`src/rtl/pc_branch_pkg.sv`:
```
package pc_branch_pkg;

    typedef enum logic [1:0] {
        OP_CLEAR = 2'd0,
        OP_LOAD  = 2'd1,
        OP_STEP  = 2'd2,
        OP_HOLD  = 2'd3
    } pc_op_e;

    typedef enum logic [1:0] {
        COND_ALWAYS = 2'd0,
        COND_ZERO   = 2'd1,
        COND_CARRY  = 2'd2,
        COND_NEG    = 2'd3
    } cond_e;

    localparam int FLAG_ZERO  = 0;
    localparam int FLAG_CARRY = 1;
    localparam int FLAG_NEG   = 2;

endpackage

```
`src/rtl/pc_cond_eval.sv`:
```
module pc_cond_eval
    import pc_branch_pkg::*;
#(
    parameter int COND_W = 2,
    parameter int FLAG_W = 3
) (
    input  logic [COND_W-1:0] cond_sel,
    input  logic [FLAG_W-1:0] flags,
    output logic              cond_ok
);

    cond_e sel;

    always_comb begin
        sel = cond_e'(cond_sel);
        unique case (sel)
            COND_ALWAYS: cond_ok = 1'b1;
            COND_ZERO:   cond_ok = flags[FLAG_ZERO];
            COND_CARRY:  cond_ok = flags[FLAG_CARRY];
            COND_NEG:    cond_ok = flags[FLAG_NEG];
            default:     cond_ok = 1'b0;
        endcase
    end

endmodule

```
`src/rtl/pc_op_decode.sv`:
```
module pc_op_decode
    import pc_branch_pkg::*;
(
    input  logic   clr,
    input  logic   inc,
    input  logic   jmp_n,
    input  logic   cond_ok,
    output pc_op_e op
);

    // Priority: clear, then jump (taken loads, not-taken holds), then step.
    always_comb begin
        if (clr)
            op = OP_CLEAR;
        else if (!jmp_n)
            op = cond_ok ? OP_LOAD : OP_HOLD;
        else if (inc)
            op = OP_STEP;
        else
            op = OP_HOLD;
    end

endmodule

```
`src/rtl/pc_target_regs.sv`:
```
module pc_target_regs #(
    parameter int ADDR_W = 12,
    parameter int BYTE_W = 8,
    localparam int HI_W  = ADDR_W - BYTE_W
) (
    input  logic              clk,
    input  logic              rst_n,
    input  logic              ld_lo,
    input  logic              ld_hi,
    input  logic              ld_pair,
    input  logic [BYTE_W-1:0] data_in,
    input  logic [ADDR_W-1:0] imm_addr,
    output logic [ADDR_W-1:0] target
);

    logic [BYTE_W-1:0] lo_q;
    logic [HI_W-1:0]   hi_q;

    always_ff @(posedge clk or negedge rst_n) begin
        if (!rst_n) begin
            lo_q <= '0;
            hi_q <= '0;
        end else if (ld_pair) begin
            lo_q <= imm_addr[BYTE_W-1:0];
            hi_q <= imm_addr[ADDR_W-1:BYTE_W];
        end else begin
            if (ld_lo) lo_q <= data_in;
            if (ld_hi) hi_q <= data_in[HI_W-1:0];
        end
    end

    assign target = {hi_q, lo_q};

    AST_PAIR_LOAD: assert property (@(posedge clk) disable iff (!rst_n)
        ld_pair |=> target == $past(imm_addr));

    AST_LO_LOAD: assert property (@(posedge clk) disable iff (!rst_n)
        (ld_lo && !ld_pair) |=> lo_q == $past(data_in));

endmodule

```
`src/rtl/pc_branch_unit.sv`:
```
module pc_branch_unit
    import pc_branch_pkg::*;
#(
    parameter int ADDR_W = 12,
    parameter int BYTE_W = 8,
    parameter int COND_W = 2,
    parameter int FLAG_W = 3
) (
    input  logic              clk,
    input  logic              rst_n,
    input  logic              clr,
    input  logic              inc,
    input  logic              jmp_n,
    input  logic [COND_W-1:0] cond_sel,
    input  logic [FLAG_W-1:0] flags,
    input  logic              ld_lo,
    input  logic              ld_hi,
    input  logic              ld_pair,
    input  logic [BYTE_W-1:0] data_in,
    input  logic [ADDR_W-1:0] imm_addr,
    output logic [ADDR_W-1:0] pc_addr
);

    logic              cond_ok;
    pc_op_e            op;
    logic [ADDR_W-1:0] target;
    logic [ADDR_W-1:0] pc_q;
    logic [ADDR_W-1:0] pc_d;

    pc_cond_eval #(.COND_W(COND_W), .FLAG_W(FLAG_W)) u_cond (
        .cond_sel (cond_sel),
        .flags    (flags),
        .cond_ok  (cond_ok)
    );

    pc_op_decode u_dec (
        .clr     (clr),
        .inc     (inc),
        .jmp_n   (jmp_n),
        .cond_ok (cond_ok),
        .op      (op)
    );

    pc_target_regs #(.ADDR_W(ADDR_W), .BYTE_W(BYTE_W)) u_tgt (
        .clk      (clk),
        .rst_n    (rst_n),
        .ld_lo    (ld_lo),
        .ld_hi    (ld_hi),
        .ld_pair  (ld_pair),
        .data_in  (data_in),
        .imm_addr (imm_addr),
        .target   (target)
    );

    always_comb begin
        unique case (op)
            OP_CLEAR: pc_d = '0;
            OP_LOAD:  pc_d = target;
            OP_STEP:  pc_d = pc_q + 1'b1;
            OP_HOLD:  pc_d = pc_q;
            default:  pc_d = pc_q;
        endcase
    end

    always_ff @(posedge clk or negedge rst_n) begin
        if (!rst_n) pc_q <= '0;
        else        pc_q <= pc_d;
    end

    assign pc_addr = pc_q;

    AST_CLEAR_WINS: assert property (@(posedge clk) disable iff (!rst_n)
        clr |=> pc_addr == '0);

    AST_STEP_ONE: assert property (@(posedge clk) disable iff (!rst_n)
        (!clr && jmp_n && inc) |=> pc_addr == ADDR_W'($past(pc_addr) + 1'b1));

    AST_TAKEN_LOAD: assert property (@(posedge clk) disable iff (!rst_n)
        (!clr && !jmp_n && cond_ok) |=> pc_addr == $past(target));

    AST_NOT_TAKEN_HOLD: assert property (@(posedge clk) disable iff (!rst_n)
        (!clr && !jmp_n && !cond_ok) |=> $stable(pc_addr));

    AST_IDLE_HOLD: assert property (@(posedge clk) disable iff (!rst_n)
        (!clr && jmp_n && !inc) |=> $stable(pc_addr));

endmodule

```
`config.mk`:
```
export PLATFORM = sky130hd
export DESIGN_NAME = pc_branch_unit
export DESIGN_NICKNAME = d
export VERILOG_FILES = /design/src/rtl/pc_branch_pkg.sv /design/src/rtl/pc_cond_eval.sv /design/src/rtl/pc_op_decode.sv /design/src/rtl/pc_target_regs.sv /design/src/rtl/pc_branch_unit.sv
export SDC_FILE = /design/constraint.sdc
export NUM_CORES = 1
export LEC_CHECK = 0
export BUFFER_PORTS_ARGS = -buffer_cell sky130_fd_sc_hd__buf_2
export CORE_ASPECT_RATIO = 0.75
export CORE_MARGIN = 2
export CORE_UTILIZATION = 30
export DETAILED_ROUTE_END_ITERATION = 12
export GPL_TIMING_DRIVEN = 0
export SLEW_MARGIN = 30
export SYNTH_ARGS = -nofsm -noshare
export SYNTH_HDL_FRONTEND = slang
export SYNTH_SLANG_ARGS = --single-unit
```
`constraint.sdc`:
```
create_clock -name clk -period 3.2 [get_ports clk]
set_clock_uncertainty 0.05 [all_clocks]
set_input_delay 0.96 -clock clk [delete_from_list [all_inputs] [get_ports clk]]
set_output_delay 0.96 -clock clk [all_outputs]
set_load 0.03 [all_outputs]
```
==> impl.org, run 1 <==
** Status
- The run finished with clean final reports.

** Logic synthesis
- Of the synthesized area, sequential elements account for 0.4372.
- Of the total synthesized cell area, the portion taken by AND, OR, NAND and NOR gates is 0.1831.
- Arithmetic-cell share of the synthesized area counting full adders, half adders and majority gates :: 0.03643
- The share of synthesized area in the top cell type comes to 0.4372.
- Unique cell type count in the Yosys netlist :: 38
- Synthesis inferred 24 register bits.
- When the netlist entered floorplanning its net count stood at 182.
- Post-synth ARST share :: 1.000
- Combinational family with the most area after synthesis :: simple AND/OR/NAND/NOR gates
- Fraction of synthesized area in multiplexers :: 0.1020
- Yosys printed 0 warnings.
- The average instance in the mapped netlist occupies 9.475 µm².
- Synthesized-area fraction occupied by ao, oa, aoi and oai cells :: 0.1749
- In the synthesized netlist, the number of instances is 145.
- Most common flop cell mapped by yosys :: sky130_fd_sc_hd__dfrtp_1
- In the post-synthesis netlist, the biggest area contributors are sky130_fd_sc_hd__dfrtp_1, sky130_fd_sc_hd__mux2i_1, sky130_fd_sc_hd__nand2_1, sky130_fd_sc_hd__o21ai_0, sky130_fd_sc_hd__ha_1.
- Post-synth top area cell :: sky130_fd_sc_hd__dfrtp_1
- After synthesis the cells add up to 1374 µm².
- Of the total synthesized cell area, the portion taken by XOR and XNOR cells is 0.03188.
- The synthesized design contains 0 enable-type register cells.

** Drt
- After detailed routing, the number of remaining DRC violations is 0.
- Routed wire length :: 3413 µm
- The first detailed-routing pass took 4 iterations.
- DR vias :: 1221
- After detailed routing, the average wire length per cell comes to 13.76 µm.
- After the first detailed-routing iteration, the DRC count stood at 49.
- Vias per Instance :: 4.923
- Remaining antenna violation count :: 0

** Power and ir drop
- Dividing total power by cell area gives a power density of 435.0 nW/µm².
- Largest voltage drop on the vdd net :: 0.0001971 V
- LEAKAGE :: 0.8194 nW

** Clocking
- The clock net in this run drives a total of 24 sinks.
- Hold buffer count at CTS :: 0
- For the worst-skew pair, the clock arrives at the later sink with an insertion delay of 270 ps.
- Clock transition time at the flip-flop clock pins of the worst setup and hold paths :: 90 ps
- Buffers inserted during clock tree synthesis total 3.
- In this run the post-CTS setup repair buffer count came out at 0.
- CTS tree :: yes
- In this run the deepest clock path goes through 2 buffers.
- Post-cts gate resize count :: 0
- Deepest level of the CTS H-tree :: 1
- In this run the clock root is driven by a sky130_fd_sc_hd__clkbuf_8.

** Critical path
- CP endpoint kind :: flop
- The critical path in this run is classified as in -> reg.
- Data arrives at the worst endpoint at 2740 ps.
- Critical path fanouts, max :: 6
- Critical path startpoint category :: input pin
- Required time reported for the critical path endpoint :: 3330 ps

** Timing
- Number of pins with negative max-slew slack in the final report :: 0
- Final setup viols :: 0
- Dividing the final minimum period by the clock period gives 0.8173.
- Maximum clock frequency :: 0.3824 GHz
- Time the worst path needs with I/O delays and setup :: 2615 ps
- RSZ-0062 raised after global routing :: no
- Hold is met by 491.6 ps.
- Headroom to the max-slew limit came out at 0.6314.
- Tightest Pin Transition :: 552.9 ps
- Number of hold violations in the final report :: 0
- Summed over all failing endpoints, the final setup total negative slack is 0 ps.

** Placement
- Routability-driven placement congestion ratio :: 0.8603
- Post-detailed-placement cell area :: 1655 µm²
- Port buffering added 42 buffers.
- Total half-perimeter wirelength after legalization and detailed placement :: 2623 µm

** Finish
- ANT cells :: 0
- Fraction of layout instances using a drive strength above 1 :: 0.2670
- Post-layout nets :: 229
- Compared with the post-synthesis result, the final layout area differs by 25.68%.
- Fin area :: 1727 µm²
- Number of fill cells in the layout :: 453

** Die
- Core region area :: 4441 µm²
- 45 I/O pins were placed.
- After floorplanning, the core was divided into 21 placement rows.
- Starting density of the core :: 0.3094
- DIE AREA :: 5142 µm²
- Measured along the y axis, the die boundary spans 62.61 µm.
- Measured along the x axis, the die boundary spans 82.14 µm.

** Run
- Across the run, the number of max-cap violations was 0.

** GRT
- Total global routing track utilization :: 0.1417
- Wire length of the first global-routing pass :: 5658 µm
- Pin count of the biggest net entering global routing :: 25
- Vias in the first global route :: 1153
- The initial antenna violation count came to 0.
- Total congestion overflow :: 0

** Min path
- Type of the worst min-delay path :: reg -> reg
## layout make-up
| class | instances | area (µm²) | share of cell area |
|---|---|---|---|
| multi-input cells | 111 | 725.7 | 0.4203 |
| flip-flops and latches | 24 | 600.6 | 0.3478 |
| repair buffers | 42 | 210.2 | 0.1217 |
| well taps | 57 | 71.32 | 0.04130 |
| clock buffers | 3 | 41.29 | 0.02391 |
| plain buffers | 7 | 36.28 | 0.02101 |
| clock inverters | 1 | 30.03 | 0.01739 |
| inverters | 3 | 11.26 | 0.006522 |
## cells in the mapped netlist, drive strengths merged, types with 2 or more instances
cell    instances
o21ai          18
nand2          25
xnor2           3
xor2            2
nor2b           2
nand3           6
nor2            3
buf             4
nor3            3
ha              4
o21bai          2
nor3b           2
a22oi           5
a21oi           3
mux2i          14
dfrtp          24
and3            2
o31ai           2
o221ai          2
clkbuf          3
inv             3
o311ai          2
## power by group
part           total, mW  internal (mW)  switching (mW)  leakage [nW]
registers          0.350          0.325          0.0246         0.310
clock network      0.277          0.167           0.110        0.0357
logic              0.124         0.0524          0.0717         0.474
## kinds of logic after synthesis
| logic type | Yosys count |
|---|---|
| muxes | 14 |
| DFF | 24 |
| buffers and inverters | 10 |
| xor gates and xnor gates | 5 |
| adders and majority gates | 4 |
| and+or+nand+nor | 50 |
| AOI/OAI and AO/OA | 38 |
## critical path: stages
cell,delay [ps]
sky130_fd_sc_hd__buf_2,100
sky130_fd_sc_hd__nor3b_1,180
sky130_fd_sc_hd__nor2_1,60
sky130_fd_sc_hd__a21o_1,190
sky130_fd_sc_hd__ha_1,340
sky130_fd_sc_hd__nor2b_1,280
sky130_fd_sc_hd__nor2b_1,400
sky130_fd_sc_hd__nand2_1,140
sky130_fd_sc_hd__o311ai_1,90
## per-stage QoR
step	std cells	power [mW]	util	worst slack (ps)
after global placement	244	0.4799	0.3728	231.8
after CTS	248	0.7551	0.3888	578.1
after detailed placement	244	0.4815	0.3728	291.6
after global routing	248	0.7838	0.3888	402.9
final	248	0.7512	0.3888	584.8
after floorplan	145	0.4250	-	533.6
## per-layer routing
layer / routed length, µm / GRT usage
met5: 0 / 0
met4: 4 / 0.008333
met3: 248 / 0.04624
met2: 1395 / 0.1972
met1: 1764 / 0.2218
## final timing paths
check                         startpoint            end  slack, ps  depth (start not counted)
min reg2reg                u_tgt.hi_q[2]    pc_addr[10]        490                          2
min                        u_tgt.hi_q[2]    pc_addr[10]        490                          2
max in group asynchronous          rst_n     pc_addr[5]       2120                          1
max reg2reg                   pc_addr[0]     pc_addr[8]       1640                          5
max                          cond_sel[1]     pc_addr[4]        580                          9
min in group asynchronous          rst_n  u_tgt.lo_q[6]        610                          1
## placed cells by master, fill, tap and decap left out, types with 3 or more instances in the layout
master                     instances
sky130_fd_sc_hd__nor2_1            3
sky130_fd_sc_hd__a22oi_1           5
sky130_fd_sc_hd__xnor2_1           3
sky130_fd_sc_hd__buf_2            44
sky130_fd_sc_hd__nand2_1          25
sky130_fd_sc_hd__nor3_1            3
sky130_fd_sc_hd__dfrtp_1          24
sky130_fd_sc_hd__clkbuf_1          3
sky130_fd_sc_hd__ha_1              4
sky130_fd_sc_hd__mux2i_1          14
sky130_fd_sc_hd__o21ai_0          17
sky130_fd_sc_hd__inv_1             3
sky130_fd_sc_hd__a21oi_1           3
sky130_fd_sc_hd__clkbuf_8          3
sky130_fd_sc_hd__nand3_1           5
## registers in the layout, summed over array words and instances, names as in the netlist
signal      flops
pc_addr        12
u_tgt.lo_q      8
u_tgt.hi_q      4
No activity file was read; power rests on OpenSTA's default activity.
==> run 2, diff against run 1 <==
Clock period 3.2 ns to 2.3 ns, I/O delays scaled along.
==> run 2 against run 1 <==
Worst setup slack got worse by 460 ps. Die area unchanged. Sequential cell count unchanged. Critical path type unchanged. Largest power group unchanged.
==> impl.org, run 2 (synthesis results as in run 1) <==
** Critical path
- The critical path is of the in -> reg type.
- Source of the worst register-to-register timing path :: pc_addr[0]
- Required time reported for the critical path endpoint :: 2420 ps
- Critical Path Source :: cond_sel[0]
- The largest single stage delay on the critical path is 400 ps.
- CP endpoint kind :: flop
- The worst setup path is launched from an input pin.
- Cell family with the largest share of critical-path delay :: compound AO/OA/AOI/OAI gates
- Critical Path, Cell by Cell :: buf_2, mux2i_1, nand2_1, a21o_1, ha_4, or3b_4, buf_6, a31oi_1, o21ai_1, o311ai_1
- Reg2Reg Setup Slack :: 760 ps
- Counting both buffers and inverters, the worst setup path holds a total of 2.
- For the worst setup path, the data arrival time is 2300 ps.
- On the critical path, the stage with the largest delay is an instance of sky130_fd_sc_hd__or3b_4.
- In this run the worst path has a maximum fanout of 10.

** Drt
- 1st-iter DRT viols :: 93
- After detailed routing, the average wire length per cell comes to 13.66 µm.
- The first detailed-routing pass ran for 4 iterations.
- Vias per Instance :: 4.863
- Remaining routing DRC violations :: 0
- In this run the remaining antenna-violating nets after routing total 0.
- DR vias :: 1206
- After detailed routing, the total wire length is 3388 µm.

** Power and ir drop
- LEAKAGE :: 0.8263 nW
- For this design the ratio of total power to cell area is 591.4 nW/µm².
- Across the VDD grid, the largest voltage drop is 0.0003972 V.

** Placement
- At the end of routability-driven placement, the weighted congestion stood at 0.7896.
- Total half-perimeter wirelength after legalization and detailed placement :: 2578 µm
- Timing analysis after detailed placement gives a worst setup slack of -232.4 ps.
- Placed insts :: 244
- The count of buffers added on input and output ports is 42.

** Clocking
- In this run, CTS created clock tree buffers numbering 3.
- No sink is reached through more buffers than the 2 on the longest clock path.
- The clock reaches the later pin of the worst-skew pair after 270 ps.
- The clock net in this run drives a total of 24 sinks.
- CTS built an H-tree with a depth of 1.
- CTS tree :: yes
- The tree is rooted in a sky130_fd_sc_hd__clkbuf_8.
- Clock transition time at the flip-flop clock pins of the worst setup and hold paths :: 90 ps

** Die
- For this configuration, the core starts out at a cell density of 0.3094.
- The die covers 5142 µm².
- Horizontal extent of the die :: 82.14 µm
- Io pins :: 45
- Measured along the y axis, the die boundary spans 62.61 µm.
- The floorplan step defined a core boundary enclosing 4441 µm².
- Row count :: 21

** Finish
- Number of fill cells in the layout :: 432
- Filler-free cell count of the finished design :: 248
- Leading cell types in the layout, fill and taps excluded :: sky130_fd_sc_hd__buf_2, sky130_fd_sc_hd__nand2_1, sky130_fd_sc_hd__dfrtp_1
- Leaving out fill and tap cells, the most frequent cell in the layout is sky130_fd_sc_hd__buf_2.
- The multi-input combinational cells in the finished layout cover a total of 765.7 µm².
- Of the cells placed in the final design, the portion with a size suffix greater than 1 is 0.3037.
- ANT cells :: 0
- Area overhead of the layout relative to synthesis :: 28.69%
- The register with the most flip-flops in the layout has 12 of them.
- Storage cell area :: 600.6 µm²
- After the last flow step, the layout net total stands at 229.

** Timing
- Least setup slack across all paths after layout :: 120.4 ps
- Final worst-path cycle share :: 0.9476
- For the pin with the worst max-slew slack, the measured transition is 561.6 ps.
- Adding up every negative setup slack in the final design gives 0 ps.
- Counting I/O delays and the setup requirement, the final critical path takes 2180 ps.
- RSZ-0062 raised after global routing :: no
- Setup violations remaining at the end of the flow were counted as 0.
- The max-slew violation count came to 0.
- Number of hold violations in the final report :: 0
- The worst pin sits at a relative slew slack of 0.6256.
- Across all hold checks on the routed design, the worst slack comes to 348.3 ps.
- Static timing analysis puts the maximum clock frequency at 0.4588 GHz.

** GRT
- The first global-routing pass estimated 5658 µm of wire.
- The total overflow left after global routing is 0.
- Entering global routing, the biggest net connects 25 pins.
- The initial antenna violation count came to 0.
- For this run, the total global-route usage over all layers was measured as 0.1403.
- The number of global-route vias before repair is 1120.

** Status
- The flow ran to the end, and the final reports show no timing, DRC or antenna violations.

** Min path
- Type of the worst min-delay path :: in -> async

** Run
- Reported max-cap violation count :: 0
-- run 2: cell count changes in the layout (fill, tap and decap cells not counted), sizes merged --
cell | before | now
clkbuf | 6 | 7
buf | 46 | 45
-- run 2: report_power, final --
group	internal [mW]	switching, mW	total (mW)
clock network	0.233	0.141	0.374
logic	0.0808	0.105	0.185
registers	0.453	0.0338	0.487
-- run 2: path summary, 6_finish.rpt --
| check | end | cells after the start |
|---|---|---|
| worst min register to register | pc_addr[7] | 2 |
| min in group clk | pc_addr[7] | 2 |
| worst min-delay path | pc_addr[2] | 1 |
| max in group asynchronous | pc_addr[8] | 1 |
| worst max register to register | pc_addr[8] | 5 |
| worst max-delay path | pc_addr[5] | 10 |
-- run 2: per-stage QoR --
stage	area, µm²	util	power, mW
floorplan	1389	-	0.5953
global placement	1670	0.3762	0.6732
detailed placement	1670	0.3762	0.6751
CTS	1742	0.3922	1.047
global route	1768	0.3981	1.094
finish	1768	0.3981	1.046
-- run 2: layer usage --
| layer | vias up | track usage | part of all wire |
|---|---|---|---|
| li1 | 619 | - | - |
| met1 | 549 | 0.2303 | 0.55 |
| met2 | 36 | 0.1839 | 0.39 |
| met3 | 2 | 0.04191 | 0.058 |
| met4 | 0 | 0.01250 | 0.0021 |
| met5 | - | 0 | 0 |
-- run 2: final cells by class --
cell class	instances	area share
Tap cell	57	0.04034
Clock inverter	1	0.01699
Sequential cell	24	0.3397
Timing Repair Buffer	42	0.1189
Multi-Input combinational cell	111	0.4331
Buffer	7	0.02123
Clock buffer	3	0.02335
Inverter	3	0.006369
-- run 2: what timing repair did --
item | CTS | global route
resized for setup | 0 | 7
hold buffers | 0 | 0
setup endpoints to repair | 0 | 12
setup buffers | 0 | 0
==> run 3, diff against run 2 <==
==> constraint.sdc (replaced) <==
create_clock -name clk -period 2.3 [get_ports clk]
set_clock_uncertainty 0.05 [all_clocks]
set_input_delay 0.115 -clock clk [delete_from_list [all_inputs] [get_ports clk]]
set_output_delay 0.115 -clock clk [all_outputs]
set_load 0.03 [all_outputs]
==> run 3 against run 2 <==
Utilization grew 0.87 points. Power grew 0.97%. First-iteration DRC count shrank 42%. Design area grew 2.2%. Die area is the same.
==> impl.org, run 3 (synthesis results as in run 1) <==
** Status
- Outcome :: completed

** Placement
- Input/output buffers :: 42
- Summed over all nets, the half-perimeter wirelength after detailed placement is 2623 µm.
- Post-detailed-placement cell area :: 1655 µm²
- The congestion estimate from routability-driven global placement came to 0.8603.
- In this run, placement finished with an instance count of 244.

** Critical path
- The worst setup path is captured at a flop.
- Required time reported for the critical path endpoint :: 2430 ps
- Kind of critical path :: in -> reg
- The kind of cell with the highest combined delay along the critical path is simple AND/OR/NAND/NOR gates.
- Critical path startpoint category :: input pin
- Critical Path Most Common Cell :: sky130_fd_sc_hd__nor2b_1
- STA puts the critical path data arrival time at 1900 ps.
- Of all nets on the critical path, the largest fanout is 6.
- Critical path's slowest cell :: sky130_fd_sc_hd__nor2b_1
- The critical path crosses 9 cells after its start point.
- The worst register-to-register path has a depth of 5.
- Critical Path, Cell by Cell :: buf_2, nor3b_1, nor2_1, a21o_1, ha_1, nor2b_1, nor2b_1, nand2_1, o311ai_1
- Delay of the slowest cell on the worst path :: 400 ps
- Together, buffers and inverters on the worst path number 1.

** Finish
- Fin area :: 1807 µm²
- Once layout is complete, the utilization of the core stands at 0.4069.
- The finished layout holds 256 standard cells, fillers aside.
- Of the cells placed in the final design, the portion with a size suffix greater than 1 is 0.2563.
- The number of antenna diodes in the final layout is 0.
- Most common cell after layout, fill and taps aside :: sky130_fd_sc_hd__buf_2
- Area overhead of the layout relative to synthesis :: 31.51%
- The filler cells instantiated in the layout total 445.
- The register with the most flip-flops in the layout has 12 of them.
- Leading cell types in the layout, fill and taps excluded :: sky130_fd_sc_hd__buf_2, sky130_fd_sc_hd__nand2_1, sky130_fd_sc_hd__dfrtp_1
- Post-layout nets :: 237

** Clocking
- CTS tree :: yes
- Deepest level of the CTS H-tree :: 1
- Setup Buffers After CTS :: 0
- Post-CTS repair changed the size of 0 cells.
- Maximum buffer depth of the clock tree :: 2
- Root Buffer Master :: sky130_fd_sc_hd__clkbuf_8
- Clock transition time at the flip-flop clock pins of the worst setup and hold paths :: 90 ps
- CTS Buf Count :: 3
- Clock net sink count :: 24
- Insertion delay to the later sink of the worst-skew pair :: 270 ps

** GRT
- Wire length of the first global-routing pass :: 5782 µm
- Vias in the first global route :: 1191
- Total global routing track utilization :: 0.1449
- Antenna violations before repair :: 0
- Pin count of the biggest net entering global routing :: 25
- Total congestion overflow :: 0

** Drt
- Routed wire length :: 3506 µm
- 1st-iter DRT viols :: 54
- Post-detailed-route wirelength per cell :: 13.70 µm
- The detail route stage leaves a number of antenna-violating nets equal to 0.
- Using the TritonRoute via totals, the vias-per-cell ratio works out to 4.887.
- TritonRoute pass-1 iters :: 4
- The detailed router placed 1251 vias in this run.
- In the routed design, unresolved DRC markers number 0.

** Die
- Die Y-Extent :: 62.61 µm
- Core region area :: 4441 µm²
- Starting density of the core :: 0.3094
- The die covers 5142 µm².
- The floorplan has 21 rows.
- Io pins :: 45
- The floorplan step set the die width to 82.14 µm.

** Power and ir drop
- The worst-case IR drop observed on VDD is 0.0002743 V.
- In this run the static leakage power is 0.8528 nW.
- PwrDens :: 584.4 nW/µm²

** Min path
- Worst hold stages :: 3
- Type of the worst min-delay path :: in -> reg

** Timing
- Time the worst path needs with I/O delays and setup :: 1768 ps
- Number of hold violations in the final report :: 0
- Final hold analysis gives a worst-case slack of 4.327 ps.
- Final worst-path cycle share :: 0.7688
- Worst slew margin relative to its limit :: 0.6303
- Tightest Pin Transition :: 554.6 ps
- Setup violations remaining at the end of the flow were counted as 0.
- Setup repair after global routing left no endpoint under its margin.
- Total negative slack :: 0 ps
- The max-slew violation count was 0.
- For this run, the top clock speed supported by timing is 0.5655 GHz.

** Run
- The tool flagged a number of max-cap violations equal to 0.
[run 3: layout make-up]
cell class | count | area (µm²) | share of cell area
multi-input combinational | 111 | 725.7 | 0.4017
sequential | 24 | 600.6 | 0.3324
timing repair buffer | 50 | 290.3 | 0.1607
tap | 57 | 71.32 | 0.03947
clock buffer | 3 | 41.29 | 0.02285
buffer | 7 | 36.28 | 0.02008
clock inverter | 1 | 30.03 | 0.01662
inverter | 3 | 11.26 | 0.006233
[run 3: worst paths after layout]
path | start | endpoint | slack [ps]
worst max-delay path | cond_sel[1] | pc_addr[4] | 530
worst min-delay path | imm_addr[3] | u_tgt.lo_q[3] | 4
worst max register to register | pc_addr[0] | pc_addr[8] | 740
worst min register to register | u_tgt.hi_q[2] | pc_addr[10] | 490
max in group asynchronous | rst_n | pc_addr[5] | 1510
min in group asynchronous | rst_n | u_tgt.lo_q[6] | 320
[run 3: routing by layer]
| layer | GRT usage | vias up | wire [µm] |
|---|---|---|---|
| met5 | 0 | - | 0 |
| met2 | 0.2093 | 38 | 1467 |
| met4 | 0.008333 | 0 | 4 |
| met1 | 0.2209 | 577 | 1816 |
| met3 | 0.04624 | 2 | 217 |
| li1 | - | 634 | - |
[run 3: timing repair]
item,in CTS,in global routing
hold buffers,7,1
setup endpoints to repair,0,0
hold endpoints to repair,30,1
[run 3: metrics by stage]
step                      power, mW  setup WS, ps
after floorplan              0.5913         478.6
after global placement       0.6677         176.8
after detailed placement     0.6699         236.6
after CTS                     1.059         523.1
after global routing          1.102         347.9
final                         1.056         531.7
[run 3: worst reg2reg max path, cell delays in order, from the launching register on]
cell                       delay, ps
sky130_fd_sc_hd__dfrtp_1         450
sky130_fd_sc_hd__ha_1            240
sky130_fd_sc_hd__nand2_1         140
sky130_fd_sc_hd__nor3_1          270
sky130_fd_sc_hd__xnor2_1         150
sky130_fd_sc_hd__o221ai_1        130
[run 3: where the power goes]
part | switching [mW] | internal (mW)
Clock | 0.152 | 0.233
Combinational | 0.102 | 0.0818
Sequential | 0.0342 | 0.453
Total | 0.288 | 0.768
